$ cat config.mk
export PLATFORM = sky130hd
export DESIGN_NAME = gpio_regbank
export DESIGN_NICKNAME = d
export VERILOG_FILES = /design/src/rtl/gpio_regbank_pkg.sv /design/src/rtl/gpio_addr_dec.sv /design/src/rtl/gpio_alias_reg.sv /design/src/rtl/gpio_rd_sel.sv /design/src/rtl/gpio_regbank.sv
export SDC_FILE = /design/constraint.sdc
export NUM_CORES = 1
export LEC_CHECK = 0
export ABC_CLOCK_PERIOD_IN_PS = 1540
export BUFFER_PORTS_ARGS = -buffer_cell sky130_fd_sc_hd__buf_4
export CAP_MARGIN = 10
export CORE_MARGIN = 2
export CORE_UTILIZATION = 50
export DETAILED_ROUTE_END_ITERATION = 8
export PLACE_DENSITY = 0.77
export SLEW_MARGIN = 20
export SYNTH_ARGS = -nofsm -noshare
export SYNTH_HDL_FRONTEND = slang
export SYNTH_SLANG_ARGS = --single-unit
export TNS_END_PERCENT = 1
$ cat constraint.sdc
create_clock -name clk -period 1.54 [get_ports clk]
set_input_delay 0.154 -clock clk [delete_from_list [all_inputs] [get_ports clk]]
set_output_delay 0.154 -clock clk [all_outputs]
set_load 0.05 [all_outputs]
$ cat src/rtl/gpio_regbank_pkg.sv
package gpio_regbank_pkg;

   typedef enum logic [1:0] {
      OP_PLAIN = 2'd0,
      OP_CLR   = 2'd1,
      OP_SET   = 2'd2,
      OP_TGL   = 2'd3
   } alias_op_e;

   localparam int N_GRP       = 3;            // data, mask A, mask B
   localparam int OPS_PER_GRP = 4;
   localparam int ALIAS_WORDS = N_GRP * OPS_PER_GRP;
   localparam int N_CFG       = 5;            // dir, polar, edge, both, inen
   localparam logic [1:0] SIZE_HALF = 2'b01;

   localparam logic [2:0] CFG_DIR   = 3'd0;
   localparam logic [2:0] CFG_POLAR = 3'd1;
   localparam logic [2:0] CFG_EDGE  = 3'd2;
   localparam logic [2:0] CFG_BOTH  = 3'd3;
   localparam logic [2:0] CFG_INEN  = 3'd4;

   typedef struct packed {
      logic       valid;
      logic       hit_alias;
      logic [1:0] grp;
      alias_op_e  op;
      logic       hit_cfg;
      logic [2:0] cfg;
   } dec_t;

endpackage

$ cat src/rtl/gpio_addr_dec.sv
module gpio_addr_dec
   import gpio_regbank_pkg::*;
#(
   parameter int ADDR_W = 8
) (
   input  logic [ADDR_W-1:0] addr,
   input  logic [1:0]        size,
   output dec_t              dec
);
   localparam int WORD_W = ADDR_W - 2;

   if (ADDR_W < 7) begin : g_chk_addr
      $error("gpio_addr_dec: ADDR_W must cover offset 0x40");
   end

   logic [WORD_W-1:0] word;
   assign word = addr[ADDR_W-1:2];

   always_comb begin
      dec = '0;
      if (word < WORD_W'(ALIAS_WORDS)) begin
         dec.hit_alias = 1'b1;
         dec.grp       = word[3:2];
         dec.op        = alias_op_e'(word[1:0]);
      end else if (word < WORD_W'(ALIAS_WORDS + N_CFG)) begin
         dec.hit_cfg = 1'b1;
         dec.cfg     = 3'(word - WORD_W'(ALIAS_WORDS));
      end
      dec.valid = (addr[1:0] == 2'b00) && (size == SIZE_HALF)
                  && (dec.hit_alias || dec.hit_cfg);
   end

endmodule

$ cat src/rtl/gpio_alias_reg.sv
module gpio_alias_reg
   import gpio_regbank_pkg::*;
#(
   parameter int W = 16
) (
   input  logic         clk,
   input  logic         rst_n,
   input  logic         wr_en,
   input  alias_op_e    op,
   input  logic [W-1:0] wdata,
   input  logic         smp_en,
   input  logic [W-1:0] smp_mask,
   input  logic [W-1:0] smp_val,
   output logic [W-1:0] q
);
   logic [W-1:0] nxt;

   always_comb begin
      nxt = q;
      if (wr_en) begin
         unique case (op)
            OP_PLAIN: nxt = wdata;
            OP_CLR:   nxt = q & ~wdata;
            OP_SET:   nxt = q | wdata;
            OP_TGL:   nxt = q ^ wdata;
            default:  nxt = q;
         endcase
      end else if (smp_en) begin
         nxt = (q & ~smp_mask) | (smp_val & smp_mask);
      end
   end

   always_ff @(posedge clk or negedge rst_n) begin
      if (!rst_n) q <= '0;
      else        q <= nxt;
   end


   a_r3_clear_alias: assert property (@(posedge clk) disable iff (!rst_n)
      (wr_en && op == OP_CLR) |=> (q == ($past(q) & ~$past(wdata))));

   a_r4_set_alias: assert property (@(posedge clk) disable iff (!rst_n)
      (wr_en && op == OP_SET) |=> ((q & $past(wdata)) == $past(wdata)));

   a_r5_toggle_alias: assert property (@(posedge clk) disable iff (!rst_n)
      (wr_en && op == OP_TGL) |=> ((q ^ $past(q)) == $past(wdata)));
   // bits outside the sampling mask never move on a sampling cycle
   a_r8_sample_mask: assert property (@(posedge clk) disable iff (!rst_n)
      (!wr_en && smp_en) |=> ((q & ~$past(smp_mask)) == ($past(q) & ~$past(smp_mask))));

endmodule

$ cat src/rtl/gpio_rd_sel.sv
module gpio_rd_sel
   import gpio_regbank_pkg::*;
#(
   parameter int W = 16
) (
   input  dec_t         dec,
   input  logic [W-1:0] grp_q [N_GRP],
   input  logic [W-1:0] cfg_q [N_CFG],
   output logic [W-1:0] rd_val
);
   always_comb begin
      rd_val = '0;
      if (dec.hit_alias) begin
         for (int g = 0; g < N_GRP; g++)
            if (dec.grp == 2'(g)) rd_val = grp_q[g];
      end else if (dec.hit_cfg) begin
         for (int c = 0; c < N_CFG; c++)
            if (dec.cfg == 3'(c)) rd_val = cfg_q[c];
      end
   end
endmodule

$ cat src/rtl/gpio_regbank.sv
module gpio_regbank
   import gpio_regbank_pkg::*;
#(
   parameter int NPINS  = 16,
   parameter int BUS_W  = 16,
   parameter int ADDR_W = 8
) (
   input  logic              clk,
   input  logic              rst_n,
   input  logic [ADDR_W-1:0] bus_addr,
   input  logic [1:0]        bus_size,
   input  logic              bus_wen,
   input  logic              bus_ren,
   input  logic [BUS_W-1:0]  bus_wdata,
   output logic [BUS_W-1:0]  bus_rdata,
   output logic              bus_err,
   input  logic [NPINS-1:0]  pin_in,
   input  logic              smp_valid,
   output logic [NPINS-1:0]  pin_out,
   output logic [NPINS-1:0]  pin_oe,
   output logic [NPINS-1:0]  cfg_mask_a,
   output logic [NPINS-1:0]  cfg_mask_b,
   output logic [NPINS-1:0]  cfg_polar,
   output logic [NPINS-1:0]  cfg_edge,
   output logic [NPINS-1:0]  cfg_both,
   output logic [NPINS-1:0]  cfg_inen
);
   if (NPINS < 1 || NPINS > BUS_W) begin : g_chk_pins
      $error("gpio_regbank: NPINS must lie in 1..BUS_W");
   end
   if (BUS_W != 16) begin : g_chk_bus
      $error("gpio_regbank: bus accesses are 16 bits wide");
   end

   dec_t dec;
   logic wr, rd, bad;
   logic [NPINS-1:0] grp_q [N_GRP];
   logic [NPINS-1:0] cfg_q [N_CFG];
   logic [N_GRP-1:0] grp_wr;
   logic [NPINS-1:0] rd_val;
   logic [NPINS-1:0] wval;

   gpio_addr_dec #(.ADDR_W(ADDR_W)) u_dec (
      .addr(bus_addr), .size(bus_size), .dec(dec));

   assign wr    = bus_wen && dec.valid;
   assign rd    = bus_ren && dec.valid;
   assign bad   = (bus_wen || bus_ren) && !dec.valid;
   assign wval  = bus_wdata[NPINS-1:0];

   for (genvar g = 0; g < N_GRP; g++) begin : g_grp
      assign grp_wr[g] = wr && dec.hit_alias && (dec.grp == 2'(g));
      if (g == 0) begin : g_data
         // sampling yields to any bus write of the data group
         gpio_alias_reg #(.W(NPINS)) u_reg (
            .clk, .rst_n,
            .wr_en(grp_wr[g]), .op(dec.op), .wdata(wval),
            .smp_en(smp_valid && !grp_wr[g]),
            .smp_mask(~cfg_q[CFG_DIR] & cfg_q[CFG_INEN]),
            .smp_val(pin_in),
            .q(grp_q[g]));
      end else begin : g_mask
         gpio_alias_reg #(.W(NPINS)) u_reg (
            .clk, .rst_n,
            .wr_en(grp_wr[g]), .op(dec.op), .wdata(wval),
            .smp_en(1'b0), .smp_mask('0), .smp_val('0),
            .q(grp_q[g]));
      end
   end

   for (genvar c = 0; c < N_CFG; c++) begin : g_cfg
      always_ff @(posedge clk or negedge rst_n) begin
         if (!rst_n)
            cfg_q[c] <= '0;
         else if (wr && dec.hit_cfg && dec.cfg == 3'(c))
            cfg_q[c] <= wval;
      end
   end

   gpio_rd_sel #(.W(NPINS)) u_rd (
      .dec(dec), .grp_q(grp_q), .cfg_q(cfg_q), .rd_val(rd_val));

   always_ff @(posedge clk or negedge rst_n) begin
      if (!rst_n) begin
         bus_rdata <= '0;
         bus_err   <= 1'b0;
      end else begin
         bus_err <= bad;
         if (rd)           bus_rdata <= BUS_W'(rd_val);
         else if (bus_ren) bus_rdata <= '0;
      end
   end

   assign pin_oe     = cfg_q[CFG_DIR];
   assign pin_out    = grp_q[0] & cfg_q[CFG_DIR];
   assign cfg_mask_a = grp_q[1];
   assign cfg_mask_b = grp_q[2];
   assign cfg_polar  = cfg_q[CFG_POLAR];
   assign cfg_edge   = cfg_q[CFG_EDGE];
   assign cfg_both   = cfg_q[CFG_BOTH];
   assign cfg_inen   = cfg_q[CFG_INEN];


   a_r10_err_strobe: assert property (@(posedge clk) disable iff (!rst_n)
      bad |=> bus_err);

   a_r10_no_change: assert property (@(posedge clk) disable iff (!rst_n)
      (bad && !wr) |=> ($stable(pin_oe) && $stable(cfg_mask_a) && $stable(cfg_mask_b)
                        && $stable(cfg_polar) && $stable(cfg_edge)
                        && $stable(cfg_both) && $stable(cfg_inen)));

   a_r11_bad_read_zero: assert property (@(posedge clk) disable iff (!rst_n)
      (bus_ren && !dec.valid) |=> (bus_rdata == '0));

   a_r9_write_wins: assert property (@(posedge clk) disable iff (!rst_n)
      (grp_wr[0] && dec.op == OP_PLAIN && smp_valid) |=> (grp_q[0] == $past(wval)));

   a_r7_no_drive_on_input: assert property (@(posedge clk) disable iff (!rst_n)
      (pin_out & ~pin_oe) == '0);

endmodule

### After elaboration in Yosys (flattened, before gate mapping)

Cells that the tools add are included.

* div/mod/pow operators: 0
* eq/ne operators: 10
* shift operators: 0
* $lt $le $gt $ge: 2
* bitwise gates (word level): 17
* reductions and logical operators: 26
* multiply operators: 0
* multiplexer cells: 20
* add/subtract/negate cells: 1

Operator list (number)
* 16-bit 2-to-1 mux: 14
* 16-bit one-hot mux with 4 select lines: 3
* 16-bit AND: 7
* 16-bit OR: 4
* 16-bit NOT: 3
* 16-bit XOR: 3
* 1-bit logical AND: 16
* 4-bit 2-to-1 mux: 2
* 2-bit by 1-bit == test with 1-bit output, second input constant: 3
* 2-bit == test, second input constant: 3
* 3-bit by 2-bit == test with 1-bit output, second input constant: 2
* 2-bit zero test: 3
* 6-bit by 4-bit < comparator with 1-bit output, second input constant: 1
* 6-bit by 5-bit < comparator with 1-bit output, second input constant: 1
* 5-bit 2-to-1 mux: 1
* 2-bit nonzero test: 2
* 3-bit by 1-bit == test with 1-bit output, second input constant: 1
* 3-bit == test, second input constant: 1
* 3-bit zero test: 1
* 3-bit subtractor, second input constant: 1
* 1-bit zero test: 2
* 1-bit logical OR: 2

* flip-flop bits (word level): 145
* bits in latches: 0
* output and inout bits: 145
* memories kept: 0
* bits of input ports: 47
* logic and storage cells: 86
* bits in writable memories: 0
* bits in read-only memories: 0

### Depth between registers and ports, before layout

Gate-level depths: netlist of run 1.

* depth after elaboration: 12
* depth in mapped cells: 9

### Modules after synthesis

A second synthesis of run 1 with hierarchy kept.

* cells, all modules: 1026
* area total of the unflattened synthesis: 10626.4 um^2

Modules (own cells, without submodules)
* gpio_regbank: times used 1, cells each 286, area an instance 4081.4 um^2
* gpio_alias_reg at g_grp[1].g_mask.u_reg ...: times used 2, cells each 184, area an instance 1737.9 um^2
* gpio_alias_reg at g_grp[0].g_data.u_reg: times used 1, cells each 185, area an instance 1761.7 um^2
* gpio_rd_sel: times used 1, cells each 173, area an instance 1199.9 um^2
* gpio_addr_dec: times used 1, cells each 14, area an instance 107.6 um^2

### Worst setup path after synthesis of run 1

OpenSTA, ideal clock, no wires.

* kind: in2reg
* start point: input bus_addr[4]
* end point: register cfg_q, in the netlist cfg_both[10]
* path buffers: 3
* stages: 8
* path slack: -0.394 ns
* required time: 1.415 ns
* arrival: 1.808 ns
* cell sequence: buf_6 or4_4 nand2_4 nand2_4 and4bb_1 buf_6 buf_12 mux2_4

* cells in the longest elaborated chain, start to end: 8

RTL lines
* start, declared: line gpio_regbank.sv:10 `input logic [ADDR_W-1:0] bus_addr,`
* 6-bit by 5-bit < comparator with 1-bit output: line gpio_addr_dec.sv:25 `end else if (word < WORD_W'(ALIAS_WORDS + N_CFG)) begin`
* 4-bit 2-to-1 mux: line gpio_addr_dec.sv:25
* 4-bit 2-to-1 mux: line gpio_addr_dec.sv:21 `if (word < WORD_W'(ALIAS_WORDS)) begin`
* 1-bit logical OR: line gpio_addr_dec.sv:30 `&& (dec.hit_alias || dec.hit_cfg);`
* 1-bit logical AND: line gpio_addr_dec.sv:30
* 1-bit logical AND: line gpio_regbank.sv:46 `assign wr = bus_wen && dec.valid;`
* 1-bit logical AND: line gpio_regbank.sv:75 `else if (wr && dec.hit_cfg && dec.cfg == 3'(c))`
* 1-bit logical AND (*): line gpio_regbank.sv:75
* end signal, assigned by index: line gpio_regbank.sv:76 `cfg_q[c] <= wval;`
* end, declared: line gpio_regbank.sv:38 `logic [NPINS-1:0] cfg_q [N_CFG];`

Mark *: on every way between the ends. The rest lies on a longest branch, timed or not.
A chain may end at the register's enable or synchronous reset.

### Worst setup path in the final report of run 1

* start point: register cfg_q, in the netlist cfg_both[2]
* end point: register bus_rdata[2]

* cells in the longest elaborated chain, start to end: 5

RTL lines
* 16-bit 2-to-1 mux (2 in series): line gpio_rd_sel.sv:18 `if (dec.cfg == 3'(c)) rd_val = cfg_q[c];`
* 16-bit 2-to-1 mux: line gpio_rd_sel.sv:16 `end else if (dec.hit_cfg) begin`
* 16-bit 2-to-1 mux: line gpio_rd_sel.sv:13 `if (dec.hit_alias) begin`
* 16-bit 2-to-1 mux: line gpio_regbank.sv:89 `if (rd) bus_rdata <= BUS_W'(rd_val);`
* end signal, assigned: line gpio_regbank.sv:89
* end, declared: line gpio_regbank.sv:15 `output logic [BUS_W-1:0] bus_rdata,`

Every way passes these cells.

==> results of run 1 <==
cell families after synthesis:
| kind of cell | after synthesis |
|---|---|
| AO/OA/AOI/OAI | 233 |
| AND/OR/NAND/NOR | 178 |
| buffers and inverters | 161 |
| flip-flops | 145 |
| multiplexers | 120 |
| adder cells (fa/ha/maj) | 96 |
cells in the mapped netlist (3+ instances only):
master     instances
dfrtp_1          145
ha_1              96
nor2_1            90
inv_1             79
mux2_2            68
a21oi_1           52
clkbuf_1          50
nand2_1           35
mux2i_1           32
a221oi_1          31
o2bb2ai_1         31
o21ai_0           26
buf_2             20
mux2_4            20
and2_1            18
a221o_1           16
a222oi_1          15
o221ai_1          15
a22oi_1           14
a22o_1            10
nor2b_1           10
o211ai_1           9
o2111ai_1          8
buf_4              5
nand3_1            4
buf_6              3
power by group:
group	internal (uW)	switching [uW]	total [uW]
Combinational	634	1040	1670
Sequential	3920	173	4100
Clock	2140	1720	3860
layout make-up:
type	instances	area [um^2]	area share, %
multi-input cells	627	5250	42.2
flip-flops and latches	145	3630	29.2
repair buffers	297	2430	19.5
clock buffers	20	447	3.59
inverters	79	297	2.38
well taps	234	293	2.35
clock inverters	12	100	0.804
diodes	1	2.50	0.0201
layer usage:
layer / vias to the layer above / global-route usage, % / share of wire, %
li1: 3856 / - / -
met1: 4238 / 42.3 / 44
met2: 398 / 45.0 / 46
met3: 63 / 5.18 / 7.5
met4: 0 / 12.6 / 3.3
met5: - / 0 / 0
per-stage QoR:
stage	area, um^2	std cells	setup slack (ns)
final	12400	1415	0.00322
after global routing	12400	1415	-0.0747
after CTS	12400	1413	0.00366
after detailed placement	11900	1378	-0.446
after global placement	11900	1378	-0.394
after floorplan	9560	933	-0.349
timing repair:
action                     CTS  global route
pin swaps                    0             1
setup endpoints to repair    1            14
gates resized for setup      0             3
hold buffers                 2             0
setup buffers                1             1
hold endpoints to repair    97             0
critical path, delay by kind of cell (launching register included):
family | cells | cell delay [ns]
AOI/OAI and AO/OA | 4 | 0.74
muxes | 1 | 0.27
DFF | 1 | 0.39
path summary, 6_finish.rpt:
path	to	depth (start not counted)	start
max in group asynchronous	g_grp[1].g_mask.u_reg.q[13]	3	rst_n
hold / removal	flip-flop	3	pin_in[14]
hold reg to reg	cfg_both[4]	1	cfg_both[4]
setup reg to reg	bus_rdata[2]	5	cfg_both[2]
setup / recovery	bus_rdata[2]	5	cfg_both[2]
min in group asynchronous	cfg_polar[3]	2	rst_n
layout by cell type (no fill, tap or decap), types with 4 or more instances in the layout:
master / netlist / routed
o221ai_1: 15 / 15
mux2_4: 20 / 20
nand2_1: 35 / 35
a222oi_1: 15 / 15
buf_12: 2 / 15
dfrtp_1: 145 / 144
ha_1: 96 / 96
clkbuf_16: 0 / 17
nor2b_1: 10 / 10
and2_1: 18 / 18
nor2_1: 90 / 89
a221oi_1: 31 / 31
o21ai_0: 26 / 25
a221o_1: 16 / 16
a22oi_1: 14 / 14
o211ai_1: 9 / 9
buf_4: 5 / 279
mux2i_1: 32 / 32
a21oi_1: 52 / 52
mux2_2: 68 / 68
o2bb2ai_1: 31 / 31
o2111ai_1: 8 / 8
a22o_1: 10 / 10
inv_1: 79 / 79
inv_6: 0 / 4
nand3_1: 4 / 4
==> out/metrics.yaml, run 1 <==
run_status:
  outcome: "finished, final reports clean"
sta:
  fin_crit_ns: 1.54
  relSlewSlack_pct: 73.8
  hold_viol_final: 0
  worstMarginPinSlew_ns: 0.383
  min_period_over_period_pct: 99.8
  max_freq_ghz: 0.651
  finalHoldWorstSlack_ns: 0.0519
  grt_setup_unrepaired: "true"
  timing.clock.skew_ns: 0.0105
  final_max_slew_viol_count: 0
  finalSetupViolations: 0
  timing.setup.tns_ns: 0
global_routing:
  grt_use_total_pct: 29.8
  grt_pass1_wl_um: 46900
  grt_pass1_vias: 8315
  grt_max_degree: 50
  antenna_found_initial: 1
  overflow: 0
run:
  cap_viol_max_count: 0
logic_synthesis:
  yosysSeqAreaShare_pct: 38.0
  synth_xor_area_share_pct: 0
  synthArstFlopShare_pct: 100
  synth_compound_area_share_pct: 18.3
  synth_mux_area_share_pct: 14.5
  yosys.area_share.simple_pct: 9.25
  ys_warn_count: 0
  avgSynthCellArea_um2: 10.2
  synth_area_leaders: "dfrtp_1, ha_1, mux2_2"
  synth_top_flop_cell: "dfrtp_1"
  synthAdderAreaFrac_pct: 12.6
  synth_top_family_by_area: "compound AO/OA/AOI/OAI gates"
  syn_area_mm2: 0.00955
  syn_nets: 1076
  synth_cell_types: 51
  synth_cells: 933
  ys_ff_latch: 145
  synth_edf_count: 0
  synth_top_area_share_pct: 38.0
  yosysTopAreaCell: "dfrtp_1"
clock_tree:
  cts_buffers: 17
  root_buffer: "clkbuf_16"
  clk_pin_slew_ns: 0.06
  cts_tree: "done"
  cts_buffer_depth: 2
  clock_sinks: 145
  clk_latency_ns: 0.43
  htree_levels: 4
critical_path:
  setup.worst_path.class: "flip-flop to flip-flop"
  worst_ep_required_time_ns: 1.83
  rrSetupSlack_ns: 0.003
  start_kind: "flip-flop"
  slowest_delay_ns: 0.39
  cp_max_fo: 2
  cp-end-kind: "flip-flop"
  cpMaxStageDelayCell: "dfrtp_1"
  path_cells: "mux2_2, a22o_1, a221o_1, o211ai_1, o221ai_1"
  cp_data_arrival_time_ns: 1.83
floorplan:
  chipHeight_um: 142
  initial_core_util_pct: 51.1
  dieArea_mm2: 0.0202
  die_w_um: 142
  core_mm2: 0.0187
  io_pins: 192
  placementRows: 50
routing:
  drt_iter0_drc: 846
  wire_per_inst_um: 21.0
  drc_errors: 0
  wl_um: 29700
  vias_per_cell: 6.05
  vias: 8555
  dr.pass1.iters: 6
  antenna_left: 0
layout:
  drive_above_1_share_pct: 36.4
  area_growth_pct: 30.3
  fillCellCount: 1404
  layout.nets: 1310
  final_core_util_pct: 66.5
power_and_ir_drop:
  power.density_mw_per_mm2: 774
  finalPower_uw: 9630
  p_leak_uw: 0.00621
  peakVddDrop_uv: 862
placed_design:
  place_congestion: 0.928
  place.detailed.hpwl_um: 22200
  numPortBuffers: 191
min_path:
  hp-class: "input port to flip-flop"
Note: power is estimated with default switching activity, not from simulation.
==> inputs of run 2 (changes only) <==
Settings changed: ABC_AREA from default to 1, ABC_CLOCK_PERIOD_IN_PS 1540 to 1700, PLACE_DENSITY 0.77 to default, PLACE_DENSITY_LB_ADDON from default to 0.25.
Clock period 1.54 ns to 1.7 ns, I/O delays scaled along.
==> out/metrics.yaml, run 2 <==
critical_path:
  cp.depth: 3  # -2
  cp_max_fo: 5  # +3
  cp-end-kind: "output port"
  cp_data_arrival_time_ns: 1.35  # -0.48 ns
  slowest_delay_ns: 0.48  # +0.09 ns
  start_kind: "flip-flop"
  setup.worst_path.class: "flip-flop to output port"
  r2r_cells: 6  # +1
  crit_family: "flip-flops"
  cpMaxStageDelayCell: "dfrtp_1"
  reg2reg_to: "bus_rdata[0]"
  rrSetupSlack_ns: 0.37  # +0.37 ns
  path_cells: "nand2_1, inv_1, buf_4"
  crit_start: "pin_oe[14]"
  critPathBufInv: 2  # +2
  worst_ep_required_time_ns: 1.53  # -0.30 ns
  cp-endpoint: "pin_out[14]"
logic_synthesis:
  ys_warn_count: 0  # unchanged
  synth_cells: 1293  # +39%
  synthTopCellsByCount: "nand2_1, dfrtp_1, inv_1"
  ys_ff_latch: 145  # unchanged
  avgSynthCellArea_um2: 7.50  # -27%
  yosysMostFrequentCell: "nand2_1"
  synth_top_area_share_pct: 37.4  # -0.59 points
  synthArstFlopShare_pct: 100  # unchanged
  synth_area_leaders: "dfrtp_1, nand2_1, ha_1"
  syn_nets: 1436  # +33%
  yosysSeqAreaShare_pct: 37.4  # -0.59 points
  syn_area_mm2: 0.00970  # +1.6%
  synth_top_flop_cell: "dfrtp_1"
  synth_edf_count: 0  # unchanged
  synth_cell_types: 34  # -33%
  yosysTopAreaCell: "dfrtp_1"
sta:
  timing.setup.tns_ns: 0  # unchanged
  grt_setup_unrepaired: "false"
  fin_crit_ns: 1.52
  final_max_slew_viol_count: 0  # unchanged
  max_freq_ghz: 0.658
  min_period_over_period_pct: 89.4
  hold_viol_final: 0  # unchanged
  finalSetupViolations: 0  # unchanged
  timing.clock.skew_ns: 0.0102  # -0.000274 ns
  relSlewSlack_pct: 63.9  # -10 points
  worstMarginPinSlew_ns: 0.539  # +0.156 ns
layout:
  area_growth_pct: 28.4
  diodes: 0  # -1
  mostFrequentLayoutCells: "nand2_1, buf_4, dfrtp_1, inv_1, ha_1"
  fillCellCount: 1615  # +15%
  layout.nets: 1652  # +26%
  drive_above_1_share_pct: 21.5  # -15 points
  final_common_cell: "nand2_1"
placed_design:
  place.detailed.hpwl_um: 23000  # +3.4%
  place_congestion: 0.939  # +1.1%
  numPortBuffers: 191  # unchanged
floorplan:
  core_mm2: 0.0189  # +1.0%
  initial_core_util_pct: 51.4  # +0.29 points
  placementRows: 50  # unchanged
  die_w_um: 143  # +0.76%
  io_pins: 192  # unchanged
  chipHeight_um: 143  # +0.76%
  dieArea_mm2: 0.0205  # +1.5%
routing:
  drt_iter0_drc: 1112  # +31%
  dr.pass1.iters: 5  # -1
  drc_errors: 0  # unchanged
  wl_um: 30900  # +4.1%
  vias: 9811  # +15%
  vias_per_cell: 5.51  # -8.9%
  wire_per_inst_um: 17.3  # -17%
  antenna_left: 0  # unchanged
clock_tree:
  clk_latency_ns: 0.43  # about the same
  clock_sinks: 145  # unchanged
  post_cts_buffers: 0  # -1
  clk_pin_slew_ns: 0.06  # about the same
  htree_levels: 4  # unchanged
  cts_hold_buffers: 1  # -1
  cts_buffer_depth: 2  # unchanged
  cts_tree: "done"
  cts_buffers: 17  # unchanged
  cts_resized: 0  # unchanged
  root_buffer: "clkbuf_16"
power_and_ir_drop:
  power.density_mw_per_mm2: 753  # -2.7%
  peakVddDrop_uv: 854  # -0.84%
  p_leak_uw: 0.00668  # +7.7%
  finalPower_uw: 9380  # -2.6%
global_routing:
  antenna_found_initial: 0  # -1
  grt_pass1_wl_um: 48600  # +3.8%
  grt_use_total_pct: 30.4  # +0.57 points
  grt_pass1_vias: 8935  # +7.5%
  overflow: 0  # unchanged
  grt_max_degree: 49  # -2.0%
run_status:
  outcome: "finished, final reports clean"
run:
  cap_viol_max_count: 0  # unchanged
min_path:
  hp-class: "input port to flip-flop"
[run 2: layout make-up]
cell class                 instances  area, um^2  share of cell area (%)
tap                              260         325                    2.61
clock inverter                    11         128                    1.02
sequential                       145        3630                    29.1
inverter                         144         541                    4.34
clock buffer                      21         460                    3.70
multi-input combinational        935        5170                    41.5
timing repair buffer             266        2200                    17.7
[run 2: worst reg2reg max path, stage by stage (launching register included)]
cell and delay [ns]:
dfrtp_1 0.42, o21ai_0 0.19, a21oi_1 0.05, o21ai_0 0.33, nand2_1 0.09, nand2_1 0.07
nand2_1 0.06
[run 2: report_power, final]
| part | internal (uW) | leakage, uW | switching, uW |
|---|---|---|---|
| combinational | 605 | 0.00463 | 1270 |
| sequential | 3560 | 0.00177 | 163 |
| clock | 2250 | 0.000280 | 1540 |
[run 2: per-stage QoR]
step	setup slack (ns)	hold slack, ns	std cells	util [%]	area, um^2
floorplan	0.182	-0.126	1293	-	9700
global placement	0.00296	0.114	1749	62.8	11900
detailed placement	-0.0545	0.119	1749	62.8	11900
CTS	0.219	0.109	1782	66.0	12500
global route	0.139	0.137	1782	66.0	12500
finish	0.181	0.117	1782	66.0	12500
[run 2: how the worst min path moves through the flow]
stage,from,endpoint,depth (start not counted)
after floorplan,rst_n,async pin,0
after global placement,rst_n,g_grp[2].g_mask.u_reg.q[1],1
after detailed placement,rst_n,g_grp[2].g_mask.u_reg.q[1],1
after CTS,pin_in[8],flip-flop,3
after global routing,pin_in[3],flip-flop,3
final,pin_in[8],flip-flop,3
[run 2: layer usage]
layer | wire length [um] | part of all wire, % | up-vias | track usage (%)
li1 | - | - | 4644 | -
met1 | 13800 | 45 | 4580 | 46.1
met3 | 3030 | 9.8 | 53 | 5.46
met5 | 0 | 0 | - | 0
met4 | 705 | 2.3 | 0 | 8.98
met2 | 13300 | 43 | 534 | 44.1
[run 2: cells by family (layout without fill, tap and decap cells)]
| logic type | after synthesis | count (layout) | share of synthesized area [%] |
|---|---|---|---|
| AO/OA/AOI/OAI | 304 | 304 | 17.1 |
| adder cells (fa/ha/maj) | 96 | 96 | 12.4 |
| buffers and inverters | 213 | 442 | 9.29 |
| flip-flops | 145 | 145 | 37.4 |
| AND/OR/NAND/NOR | 535 | 535 | 23.8 |
==> inputs of run 3 (changes only) <==
Settings changed: CTS_BUF_LIST from default to sky130_fd_sc_hd__clkbuf_4, CTS_CLUSTER_DIAMETER from default to 30.
==> out/metrics.yaml, run 3 (synthesis gave the netlist of run 2 again) <==
run_status:
  outcome: "finished, final reports clean"
routing:
  antenna_left: 0  # unchanged
  wire_per_inst_um: 17.0  # -1.8%
  wl_um: 30600  # -0.89%
  drc_errors: 0  # unchanged
  dr.pass1.iters: 6  # +1
  vias_per_cell: 5.44  # -1.2%
  vias: 9783  # -0.29%
  drt_iter0_drc: 905  # -19%
clock_tree:
  htree_levels: 4  # unchanged
  clk_pin_slew_ns: 0.12  # +0.06 ns
  cts_tree: "done"
  clock_sinks: 145  # unchanged
  post_cts_buffers: 0  # unchanged
  cts_buffer_depth: 2  # unchanged
  root_buffer: "clkbuf_4"
  cts_buffers: 17  # unchanged
  clk_latency_ns: 0.58  # +0.15 ns
floorplan:
  chipHeight_um: 143  # unchanged
  io_pins: 192  # unchanged
  die_w_um: 143  # unchanged
  placementRows: 50  # unchanged
  core_mm2: 0.0189  # unchanged
  dieArea_mm2: 0.0205  # unchanged
  initial_core_util_pct: 51.4  # unchanged
layout:
  fillCellCount: 1666  # +3.2%
  drive_above_1_share_pct: 21.3  # -0.14 points
  layout.nets: 1667  # +0.91%
  final_common_cell: "nand2_1"
  area_growth_pct: 26.8
  mostFrequentLayoutCells: "nand2_1, buf_4, dfrtp_1, inv_1, ha_1"
  final_cells: 1798  # +0.90%
run:
  cap_viol_max_count: 0  # unchanged
placed_design:
  numPortBuffers: 191  # unchanged
  place.detailed.hpwl_um: 23000  # unchanged
  place_congestion: 0.939  # unchanged
  place_inst: 1749  # unchanged
sta:
  timing.clock.skew_ns: 0.0218  # +0.0117 ns
  fin_crit_ns: 1.64  # +0.118 ns
  max_freq_ghz: 0.611  # -7.2%
  final_max_slew_viol_count: 0  # unchanged
  relSlewSlack_pct: 63.6  # -0.26 points
  hold_viol_final: 0  # unchanged
  finalSetupViolations: 0  # unchanged
  min_period_over_period_pct: 96.3  # +6.9 points
  timing.setup.tns_ns: 0  # unchanged
  grt_setup_unrepaired: "false"
  worstMarginPinSlew_ns: 0.543  # +0.00391 ns
power_and_ir_drop:
  comb_power_share_pct: 24.1  # +4.1 points
  switching_share_pct: 35.4  # +3.7 points
  internal-power_uw: 5090  # -21%
  clockPowerShare_pct: 28.6  # -12 points
  finalPower_uw: 7870  # -16%
  power.density_mw_per_mm2: 639  # -15%
  p_switching_uw: 2780  # -6.3%
  peakVddDrop_uv: 366  # -57%
  p_leak_uw: 0.00661  # -1.1%
  sequentialPowerShare_pct: 47.3  # +7.6 points
critical_path:
  cp_max_fo: 5  # unchanged
  start_kind: "flip-flop"
  rrSetupSlack_ns: 0.40  # +0.03 ns
  setup.worst_path.class: "flip-flop to output port"
  cp_data_arrival_time_ns: 1.47  # +0.12 ns
  cp-end-kind: "output port"
  worst_ep_required_time_ns: 1.53  # about the same
global_routing:
  grt_pass1_wl_um: 48100  # -1.1%
  grt_max_degree: 49  # unchanged
  grt_pass1_vias: 8846  # -1.0%
  grt_use_total_pct: 30.1  # -0.27 points
  overflow: 0  # unchanged
  antenna_found_initial: 1  # +1
min_path:
  hp-class: "input port to flip-flop"
-- run 3: changes by cell type in the layout (fill, tap and decap cells not counted), moves of 2 or more --
cell,previous run,this run
clkbuf_16,17,0
clkbuf_1,2,0
clkinv_1,5,7
dlygate4sd3_1,1,16
clkbuf_8,2,0
clkbuf_4,0,19
-- run 3: metal layers --
metal / global-route usage [%] / up-vias / wire [um]
li1: - / 4679 / -
met1: 45.8 / 4551 / 13900
met2: 43.5 / 500 / 13200
met3: 5.46 / 53 / 2900
met4: 9.13 / 0 / 655
met5: 0 / - / 0
-- run 3: final cells by class --
type	count	area, um^2	area share [%]
multi-input cells	935	5170	42.1
flip-flops and latches	145	3630	29.5
diodes	1	2.50	0.0203
repair buffers	281	2350	19.1
inverters	144	541	4.39
well taps	260	325	2.64
clock inverters	13	135	1.10
clock buffers	19	143	1.16
-- run 3: power by group through the flow --
stage | Clock [uW] | Combinational (uW) | Sequential, uW
finish | 2250 | 1900 | 3720
global route | 2420 | 2060 | 3730
detailed placement | 0 | 1850 | 3780
CTS | 2280 | 1890 | 3710
global placement | 0 | 1810 | 3780
floorplan | 0 | 858 | 4010
-- run 3: worst paths after layout --
| path | to | cells past startpoint | start |
|---|---|---|---|
| setup / recovery | pin_out[15] | 3 | pin_oe[15] |
| hold / removal | flip-flop | 3 | pin_in[11] |
| setup reg to reg | bus_rdata[0] | 6 | flip-flop |
| hold reg to reg | bus_rdata[15] | 2 | bus_rdata[15] |
| max in group asynchronous | bus_rdata[15] | 3 | rst_n |
| min in group asynchronous | g_grp[2].g_mask.u_reg.q[1] | 2 | rst_n |
-- run 3: through the flow --
step	setup WS (ns)	cell area [um^2]	hold WS [ns]	utilization [%]
final	0.0627	12300	0.0316	65.1
after global routing	0.00501	12300	0.00980	65.1
after CTS	0.0471	12300	0.00869	65.1
after detailed placement	-0.0545	11900	0.119	62.8
after global placement	0.00296	11900	0.114	62.8
after floorplan	0.182	9700	-0.126	-
-- run 3: what timing repair did --
item | 4_1_cts | 5_1_grt
setup endpoints to repair | 0 | 1
hold buffers | 16 | 0
endpoints found under the hold margin | 160 | 0
resized for setup | 0 | 1
-- run 3: critical path, cell delays in order, from the launching register on --
cell and delay, ns:
dfrtp_1 0.51, nand2_1 0.09, inv_1 0.10, buf_4 0.21
